### config.mk
export PLATFORM = sky130hd
export DESIGN_NAME = dsp_serial_tx
export DESIGN_NICKNAME = d
export VERILOG_FILES = /design/src/rtl/dsp_tx_pkg.sv /design/src/rtl/dsp_tx_clk_sel.sv /design/src/rtl/dsp_tx_ctrl.sv /design/src/rtl/dsp_tx_datapath.sv /design/src/rtl/dsp_serial_tx.sv
export SDC_FILE = /design/constraint.sdc
export NUM_CORES = 1
export LEC_CHECK = 0
export ABC_CLOCK_PERIOD_IN_PS = 5950
export BUFFER_PORTS_ARGS = -buffer_cell sky130_fd_sc_hd__buf_2
export CAP_MARGIN = 15
export CORE_MARGIN = 10
export CORE_UTILIZATION = 58
export DETAILED_ROUTE_END_ITERATION = 8
export GPL_TIMING_DRIVEN = 0
export PLACE_DENSITY = 0.9
export RECOVER_POWER = 50
export SLEW_MARGIN = 20
export SYNTH_ARGS = -nofsm -noshare
export SYNTH_HDL_FRONTEND = slang
export SYNTH_SLANG_ARGS = --single-unit
export TNS_END_PERCENT = 50
### constraint.sdc
create_clock -name clk -period 5.95 [get_ports clk]
set_input_delay 0.595 -clock clk [delete_from_list [all_inputs] [get_ports clk]]
set_output_delay 0.595 -clock clk [all_outputs]
set_load 0.1 [all_outputs]
### src/rtl/dsp_tx_pkg.sv
package dsp_tx_pkg;
  // Strobes from the sequencer to the shift datapath
  typedef struct packed {
    logic loadWord;   // capture both channel words, drive line low
    logic shiftBit;   // present next MSB on the line
    logic clearOut;   // drive line low
  } txStrobe_t;

  typedef enum logic [1:0] {
    TX_IDLE   = 2'd0,
    TX_OFFSET = 2'd1,
    TX_SHIFT  = 2'd2
  } txState_t;
endpackage

### src/rtl/dsp_tx_clk_sel.sv
module dsp_tx_clk_sel #(
  parameter int SYNC_STAGES = 2
) (
  input  logic       clk,
  input  logic       rstN,
  input  logic       priBclk,
  input  logic       priWclk,
  input  logic [1:0] gpioPin,
  input  logic       useSecBclk,
  input  logic       useSecWclk,
  input  logic [1:0] secBclkSel,
  input  logic [1:0] secWclkSel,
  input  logic       bclkInvert,
  input  logic       pwrDown,
  input  logic       keepClocksOn,
  output logic       bitEdge,
  output logic       frameRise,
  output logic       clkEnable
);
  localparam int LAST = SYNC_STAGES - 1;

  logic rawBclk, rawWclk;
  logic [LAST:0] bSync, wSync;
  logic bPrev, wPrev;

  function automatic logic pickPin(input logic [1:0] code, input logic [1:0] pins);
    case (code)
      2'd0:    pickPin = pins[0];
      2'd1:    pickPin = pins[1];
      default: pickPin = 1'b0;   // reserved: no clock
    endcase
  endfunction

  always_comb begin
    rawBclk = (useSecBclk ? pickPin(secBclkSel, gpioPin) : priBclk) ^ bclkInvert;
    rawWclk = useSecWclk ? pickPin(secWclkSel, gpioPin) : priWclk;
  end

  generate
    if (SYNC_STAGES > 1) begin : g_multi
      always_ff @(posedge clk) begin
        if (!rstN) begin
          bSync <= '0;
          wSync <= '0;
        end else begin
          bSync <= {bSync[LAST-1:0], rawBclk};
          wSync <= {wSync[LAST-1:0], rawWclk};
        end
      end
    end else begin : g_single
      always_ff @(posedge clk) begin
        if (!rstN) begin
          bSync <= '0;
          wSync <= '0;
        end else begin
          bSync <= rawBclk;
          wSync <= rawWclk;
        end
      end
    end
  endgenerate

  always_ff @(posedge clk) begin
    if (!rstN) begin
      bPrev <= 1'b0;
      wPrev <= 1'b0;
    end else begin
      bPrev <= bSync[LAST];
      wPrev <= wSync[LAST];
    end
  end

  assign clkEnable = !pwrDown || keepClocksOn;
  assign bitEdge   = bSync[LAST] && !bPrev && clkEnable;
  assign frameRise = wSync[LAST] && !wPrev && clkEnable;

  // one transfer step per active edge
  assert_edge_pulse_R6: assert property (@(posedge clk) disable iff (!rstN)
    bitEdge |=> !bitEdge);
  assert_frame_pulse_R8: assert property (@(posedge clk) disable iff (!rstN)
    frameRise |=> !frameRise);
endmodule

### src/rtl/dsp_tx_ctrl.sv
module dsp_tx_ctrl
  import dsp_tx_pkg::*;
#(
  parameter int SAMPLE_W = 16,
  parameter int OFFSET_W = 8
) (
  input  logic                clk,
  input  logic                rstN,
  input  logic                bitEdge,
  input  logic                frameRise,
  input  logic                clkEnable,
  input  logic                offsetEn,
  input  logic [OFFSET_W-1:0] offsetVal,
  output txStrobe_t           strobe,
  output logic                xferBusy,
  output logic                inOffset
);
  localparam int TOTAL_BITS = 2 * SAMPLE_W;
  localparam int CNT_W      = $clog2(TOTAL_BITS + 1);
  localparam logic [CNT_W-1:0] LAST_REMAIN = CNT_W'(TOTAL_BITS - 1);

  txState_t              state, stateNext;
  logic [OFFSET_W-1:0]   offCnt, offCntNext, effOffset;
  logic [CNT_W-1:0]      bitCnt, bitCntNext;

  assign effOffset = offsetEn ? offsetVal : '0;

  always_comb begin
    stateNext  = state;
    offCntNext = offCnt;
    bitCntNext = bitCnt;
    strobe     = '0;
    if (!clkEnable) begin
      stateNext       = TX_IDLE;
      strobe.clearOut = 1'b1;
    end else if (frameRise) begin
      stateNext       = TX_OFFSET;
      offCntNext      = effOffset;
      strobe.loadWord = 1'b1;
    end else if (bitEdge) begin
      case (state)
        TX_OFFSET: begin
          if (offCnt == '0) begin
            strobe.shiftBit = 1'b1;
            bitCntNext      = LAST_REMAIN;
            stateNext       = TX_SHIFT;
          end else begin
            offCntNext = offCnt - 1'b1;
          end
        end
        TX_SHIFT: begin
          if (bitCnt == '0) begin
            strobe.clearOut = 1'b1;
            stateNext       = TX_IDLE;
          end else begin
            strobe.shiftBit = 1'b1;
            bitCntNext      = bitCnt - 1'b1;
          end
        end
        default: ;
      endcase
    end
  end

  always_ff @(posedge clk) begin
    if (!rstN) begin
      state  <= TX_IDLE;
      offCnt <= '0;
      bitCnt <= '0;
    end else begin
      state  <= stateNext;
      offCnt <= offCntNext;
      bitCnt <= bitCntNext;
    end
  end

  assign xferBusy = (state != TX_IDLE);
  assign inOffset = (state == TX_OFFSET);

  // a frame start always restarts the offset from the programmed value
  assert_restart_R8: assert property (@(posedge clk) disable iff (!rstN)
    frameRise |=> (state == TX_OFFSET) && (offCnt == $past(effOffset)));
  // stopped clocks force the sequencer idle
  assert_gate_idle_R9: assert property (@(posedge clk) disable iff (!rstN)
    !clkEnable |=> !xferBusy);
  // each shift edge consumes exactly one bit of the frame
  assert_bit_count_R4: assert property (@(posedge clk) disable iff (!rstN)
    (state == TX_SHIFT) && clkEnable && !frameRise && bitEdge && (bitCnt != '0)
      |=> bitCnt == $past(bitCnt) - 1'b1);
endmodule

### src/rtl/dsp_tx_datapath.sv
module dsp_tx_datapath
  import dsp_tx_pkg::*;
#(
  parameter int SAMPLE_W = 16
) (
  input  logic                clk,
  input  logic                rstN,
  input  txStrobe_t           strobe,
  input  logic [SAMPLE_W-1:0] ch1Data,
  input  logic [SAMPLE_W-1:0] ch2Data,
  output logic                serialOut
);
  localparam int FRAME_W = 2 * SAMPLE_W;

  logic [FRAME_W-1:0] shiftReg;
  logic               outBit;

  always_ff @(posedge clk) begin
    if (!rstN) begin
      shiftReg <= '0;
      outBit   <= 1'b0;
    end else if (strobe.loadWord) begin
      shiftReg <= {ch1Data, ch2Data};
      outBit   <= 1'b0;
    end else if (strobe.shiftBit) begin
      outBit   <= shiftReg[FRAME_W-1];
      shiftReg <= {shiftReg[FRAME_W-2:0], 1'b0};
    end else if (strobe.clearOut) begin
      outBit   <= 1'b0;
    end
  end

  assign serialOut = outBit;

  // the captured frame only moves on a load or a shift
  assert_hold_frame_R5: assert property (@(posedge clk) disable iff (!rstN)
    !strobe.loadWord && !strobe.shiftBit |=> $stable(shiftReg));
endmodule

### src/rtl/dsp_serial_tx.sv
module dsp_serial_tx
  import dsp_tx_pkg::*;
#(
  parameter int SAMPLE_W    = 16,
  parameter int OFFSET_W    = 8,
  parameter int SYNC_STAGES = 2
) (
  input  logic                clk,
  input  logic                rstN,
  input  logic                priBclk,
  input  logic                priWclk,
  input  logic [1:0]          gpioPin,
  input  logic                useSecBclk,
  input  logic                useSecWclk,
  input  logic [1:0]          secBclkSel,
  input  logic [1:0]          secWclkSel,
  input  logic                bclkInvert,
  input  logic                offsetEn,
  input  logic [OFFSET_W-1:0] offsetVal,
  input  logic                pwrDown,
  input  logic                keepClocksOn,
  input  logic [SAMPLE_W-1:0] ch1Data,
  input  logic [SAMPLE_W-1:0] ch2Data,
  output logic                serialOut
);
  logic      bitEdge, frameRise, clkEnable;
  logic      xferBusy, inOffset;
  txStrobe_t strobe;

  dsp_tx_clk_sel #(.SYNC_STAGES(SYNC_STAGES)) clk_sel_i (
    .clk(clk), .rstN(rstN),
    .priBclk(priBclk), .priWclk(priWclk), .gpioPin(gpioPin),
    .useSecBclk(useSecBclk), .useSecWclk(useSecWclk),
    .secBclkSel(secBclkSel), .secWclkSel(secWclkSel),
    .bclkInvert(bclkInvert), .pwrDown(pwrDown), .keepClocksOn(keepClocksOn),
    .bitEdge(bitEdge), .frameRise(frameRise), .clkEnable(clkEnable)
  );

  dsp_tx_ctrl #(.SAMPLE_W(SAMPLE_W), .OFFSET_W(OFFSET_W)) ctrl_i (
    .clk(clk), .rstN(rstN),
    .bitEdge(bitEdge), .frameRise(frameRise), .clkEnable(clkEnable),
    .offsetEn(offsetEn), .offsetVal(offsetVal),
    .strobe(strobe), .xferBusy(xferBusy), .inOffset(inOffset)
  );

  dsp_tx_datapath #(.SAMPLE_W(SAMPLE_W)) datapath_i (
    .clk(clk), .rstN(rstN), .strobe(strobe),
    .ch1Data(ch1Data), .ch2Data(ch2Data), .serialOut(serialOut)
  );

  // no data on the line outside a transfer
  assert_idle_low_R4: assert property (@(posedge clk) disable iff (!rstN)
    !xferBusy |-> !serialOut);
  // line held low while the offset runs
  assert_offset_low_R2: assert property (@(posedge clk) disable iff (!rstN)
    inOffset |-> !serialOut);
endmodule

* Yosys cells after proc, flatten, opt, wreduce, memory -nomap -nowiden *
Index checks and enable logic that the tools add are counted.

word-level totals
  bits in registers = 55
  word-level logic and storage cells = 82
  input port bits = 56

cells by class
  equal/unequal tests = 10
  mux-type cells = 31
  add/sub/neg operators = 2
  reduce and logical (&&, ||, !) cells = 25
  bitwise operators = 4

operators with widths
  kind                                                   count
  2-to-1 mux 32 bit                                      2
  2-to-1 mux 8 bit                                       5
  2-to-1 mux 1 bit                                       12
  2-to-1 mux 6 bit                                       2
  one-hot mux 6 bit (2 select lines)                     1
  AND reduction 4 bit                                    3
  2-to-1 mux 2 bit                                       5
  nonzero test 2 bit                                     5
  logical NOT 8 bit                                      1
  subtractor 8 x 1 -> 8 bit, second input constant       1
  == test 2 x 1 -> 1 bit, second input constant          3
  logical NOT 6 bit                                      1
  inequality test 2 bit, second input constant           3
  one-hot mux 1 bit (2 select lines)                     3
  AND reduction 6 bit                                    1
  subtractor 6 x 1 -> 6 bit, second input constant       1
  logical AND 1 bit                                      4
  logical NOT 2 bit                                      2
  one-hot mux 2 bit (2 select lines)                     1
  logical NOT 1 bit                                      3
  inequality test 3 x 2 -> 1 bit, second input constant  1
  inequality test 3 bit, second input constant           1
  inverter 1 bit                                         3
  nonzero test 3 bit                                     1
  7 further kinds                                        7

* Longest topological paths before layout *
  word-level depth = 8
  mapped depth = 8
  depth with buffers taken out = 7

* By module *
Synthesis repeated with hierarchy kept, for this count alone.

second synthesis, totals
  cell total of the unflattened synthesis = 324
  area total of the unflattened synthesis = 3133.0 um^2

modules (own cells, without submodules)
  module           area an instance (um^2)  cells an instance  instances  sequential area each (um^2)
  dsp_tx_datapath  1660.3                   147                1          660.6
  dsp_tx_ctrl      1181.1                   150                1          320.3
  dsp_tx_clk_sel   291.5                    27                 1          120.1

* Worst setup path before layout *
No wires, ideal clock.

  path kind = register to register
  start = register ctrl_i.offCnt[0]
  end = register ctrl_i.bitCnt[4]
  stages on the path, launching flop included = 8
  arrival time = 1.873 ns
  setup slack = 4.003 ns
  setup time = 0.075 ns
  cells stage by stage = dfxtp_1 > inv_1 > ha_1 > or4b_4 > o21ai_4 > nand4_2 > or4_1 > a31oi_1

on the way
  word-level cells in the longest chain between the ends = 3

RTL lines
  item                                    RTL line           RTL
  start: declaration                      dsp_tx_ctrl.sv:23  logic [OFFSET_W-1:0] offCnt, offCntNext, effOffset;
  start signal: assignment                dsp_tx_ctrl.sv:72  offCnt <= offCntNext;
  logical NOT 8 bit                       dsp_tx_ctrl.sv:43  if (offCnt == '0) begin
  inequality test 2 bit (no source line)  n/a
  AND reduction 6 bit (no source line)    n/a
  end signal: assignment                  dsp_tx_ctrl.sv:73  bitCnt <= bitCntNext;
  end: declaration                        dsp_tx_ctrl.sv:24  logic [CNT_W-1:0] bitCnt, bitCntNext;

Every way passes these cells.
A chain may end at the register's enable or synchronous reset.

* Worst setup path in the final report *
  start = register ctrl_i.offCnt[0]
  end = register ctrl_i.offCnt[7]

on the way
  word-level cells in the longest chain between the ends = 5
  elaborated cells on any way between the ends = 8
  classes of those cells = 1 x add/sub; 1 x eq/ne; 4 x mux; 2 x reduce/logical

RTL lines
  item                       RTL line           RTL
  subtractor 8 x 1 -> 8 bit  dsp_tx_ctrl.sv:48  offCntNext = offCnt - 1'b1;
  2-to-1 mux 8 bit           dsp_tx_ctrl.sv:43
  2-to-1 mux 8 bit           dsp_tx_ctrl.sv:41  case (state)
  2-to-1 mux 8 bit           dsp_tx_ctrl.sv:40  end else if (bitEdge) begin
  2-to-1 mux 8 bit           dsp_tx_ctrl.sv:36  end else if (frameRise) begin

Several ways; a longest one is shown, not always the timed one. The select of a mux whose other input is x is not followed.

==> flow_summary.ini <==
[power_and_ir_drop]
seqPwrFrac_pct = 55.6
clkPwrFrac_pct = 32.4
p_sw_uw = 173
swShare_pct = 24.9
combinationalPowerShare_pct = 12.0
peakVddDrop_mv = 0.148
leakagePower_uw = 0.00109
p_per_area_mw_per_mm2 = 230
p_int_uw = 523
power_uw = 696

[synthesis]
synth_nets = 367
synthArstFlopShare_pct = 0
synth_flop_cell = dfxtp_1
syn_area_mm2 = 0.00260
avgSynthCellArea_um2 = 8.54
ys.warnings.count = 0
synthDistinctLibCells = 44
seq_area_frac_synth_pct = 42.3
synth_edf_count = 0
syn-instance-count = 305
yosys.area.top_type = dfxtp_1
yosys.area.top_type_share_pct = 42.3
synth.area.top_cells = dfxtp_1 (42%), a21oi_1 (9.0%), a22oi_1 (8.1%)
synth-seq-cells = 55

[floorplanning]
die_area_mm2 = 0.00757
ioPinCount = 57
rows = 24
die_w_um = 87
die_y_um = 87
core_mm2 = 0.00435
initial_core_util_pct = 59.8

[route]
ant_nets = 0
drt_iter0_markers = 309
wl_per_cell_um = 16.9
route.detailed.drc = 0
via_count = 2576
drtPass1Iterations = 5
viasPerCell = 6.15
drt_wl_total_um = 7080

[setup_path]
crit_cells = 7
cp_slowest_cell = o21ai_0
ff2ff_path_depth = 7
cp_max_fo = 9
r2r_slack_ns = 3.14
crit_chain = inv_1 > ha_1 > or4b_1 > o21ai_0 > o21ai_0 > nand4_1 > o221ai_1
r2r-end = ctrl_i.offCnt[7]
critPathMaxStageDelay_ns = 0.79
crit_path_end = ctrl_i.offCnt[7]
path_class = reg2reg
worstPathArrival_ns = 2.97
cp-startpoint = ctrl_i.offCnt[0]
cp-end-kind = register
required_ns = 6.11
critPathTopFamily = compound AO/OA/AOI/OAI gates
timing.rr.start = ctrl_i.offCnt[0]
path_buf_inv = 1
cp-start-kind = register
crit_top_cell = o21ai_0

[clock_tree]
root_buffer = clkbuf_8
hold_buffers = 0
clockBufferDepth = 2
clk_pin_slew_ns = 0.09
cts.sinks = 55
postCtsResizedCells = 0
postCtsSetupRepairBufs = 0
clk-insertion-delay-late_ns = 0.31
h-tree-depth = 2
cts_tree = built
numCtsBuffers = 5

[layout]
layout_commonest_cell = buf_2
final_cell_mix = buf_2 (56), dfxtp_1 (55), a21oi_1 (47)
post-route-util_pct = 69.4
final_nets = 428
syn_to_final_growth_pct = 16.1
num-fill-cells = 337
antennaDiodeCount = 0
layout-drive-gt1-share_pct = 18.5

[grt]
grt_max_degree = 16
grt_pass1_vias = 2510
grt_use_total_pct = 17.7
grt_antenna_before_repair = 0
grt_pass1_wl_um = 11200
gr-total-overflow = 0

[sta]
drv_slew = 0
min_period_ns = 2.81
grt_setup_unrepaired = no
worstMarginPinSlew_ns = 1.16
finalCritPeriodShare_pct = 47.3
finalSetupViolations = 0
max_slew_margin_pct = 22.7
fin_setup_tns_ns = 0
fin_skew_ns = 0.00372
finalHoldViolCount = 0
fmax_mhz = 355

[placed_design]
gp_congestion = 0.897
dp_hpwl_um = 5180
port_buffers = 54

[hold_path]
hold-path-cell-count = 1
worstHoldPathType = reg2reg

[flow_run]
drv_cap = 0

[status]
status = complete, no violations
==> layout make-up <==
cell class	count	area, um2	area share [%]
Inverter	8	30.0	0.994
Multi-Input combinational cell	221	1370	45.5
Tap cell	52	65.1	2.15
Timing Repair Buffer	54	269	8.90
Clock buffer	8	100	3.31
Sequential cell	55	1100	36.4
Buffer	21	82.6	2.73
==> metrics by stage <==
| stage | hold slack [ns] | instance area (um2) | setup slack [ns] | instances |
|---|---|---|---|---|
| floorplan | 0.412 | 2600 | 4.00 | 305 |
| global placement | 0.413 | 2940 | 3.64 | 411 |
| detailed placement | 0.425 | 2940 | 3.58 | 411 |
| CTS | 0.447 | 3040 | 3.67 | 419 |
| global route | 0.458 | 3020 | 2.82 | 419 |
| finish | 0.445 | 3020 | 3.14 | 419 |
==> routing by layer <==
layer | vias up | track usage (%) | wire length [um] | part of all wire (%)
met3 | 11 | 4.40 | 476 | 6.7
li1 | 1250 | - | - | -
met1 | 1224 | 21.5 | 3050 | 43
met2 | 91 | 29.8 | 3470 | 49
met5 | - | 0 | 0 | 0
met4 | 0 | 5.60 | 94 | 1.3
==> state kept, by name, summed over array words and instances, names as in the netlist <==
signal,flops
ctrl_i.offCnt,8
clk_sel_i.wPrev,1
clk_sel_i.wSync,2
clk_sel_i.bSync,2
ctrl_i.bitCnt,6
datapath_i.shiftReg,32
clk_sel_i.bPrev,1
datapath_i.serialOut,1
ctrl_i.state,2
==> how the worst min path moves through the flow <==
| stage | start | to |
|---|---|---|
| after floorplan | clk_sel_i.bSync[0] | clk_sel_i.bSync[1] |
| after global placement | clk_sel_i.bSync[0] | clk_sel_i.bSync[1] |
| after detailed placement | clk_sel_i.bSync[0] | clk_sel_i.bSync[1] |
| after CTS | clk_sel_i.bSync[0] | clk_sel_i.bSync[1] |
| after global routing | clk_sel_i.bSync[0] | clk_sel_i.bSync[1] |
| final | clk_sel_i.bSync[0] | clk_sel_i.bSync[1] |
==> power by group through the flow <==
stage	Sequential [uW]	Clock [uW]	Combinational, uW
final	387	226	83.3
after global routing	389	240	91.7
after CTS	387	224	84.6
after detailed placement	396	0	83.9
after global placement	395	0	82.0
after floorplan	394	0	53.1
==> cell usage after synthesis (4+ instances only) <==
master    instances
dfxtp_1          55
a21oi_1          47
nand3_1          32
a22oi_1          28
clkbuf_1         15
nor2_1           15
nand2_1          13
inv_1             8
o21ai_0           7
a211oi_1          6
ha_1              6
nand4_1           6
nand2b_1          5
nor3_1            5
or3_1             5
xor2_1            5
and2_1            4
buf_2             4
mux2i_1           4
==> cell families after synthesis <==
kind of cell / Yosys count / share of synthesized area (%)
DFF: 55 / 42.3
buffers and inverters: 29 / 4.37
xor gates and xnor gates: 8 / 2.69
adders and majority gates: 6 / 2.88
and+or+nand+nor: 99 / 20.9
AOI/OAI and AO/OA: 104 / 25.3
muxes: 4 / 1.54
No activity file was read; power rests on OpenSTA's default activity.
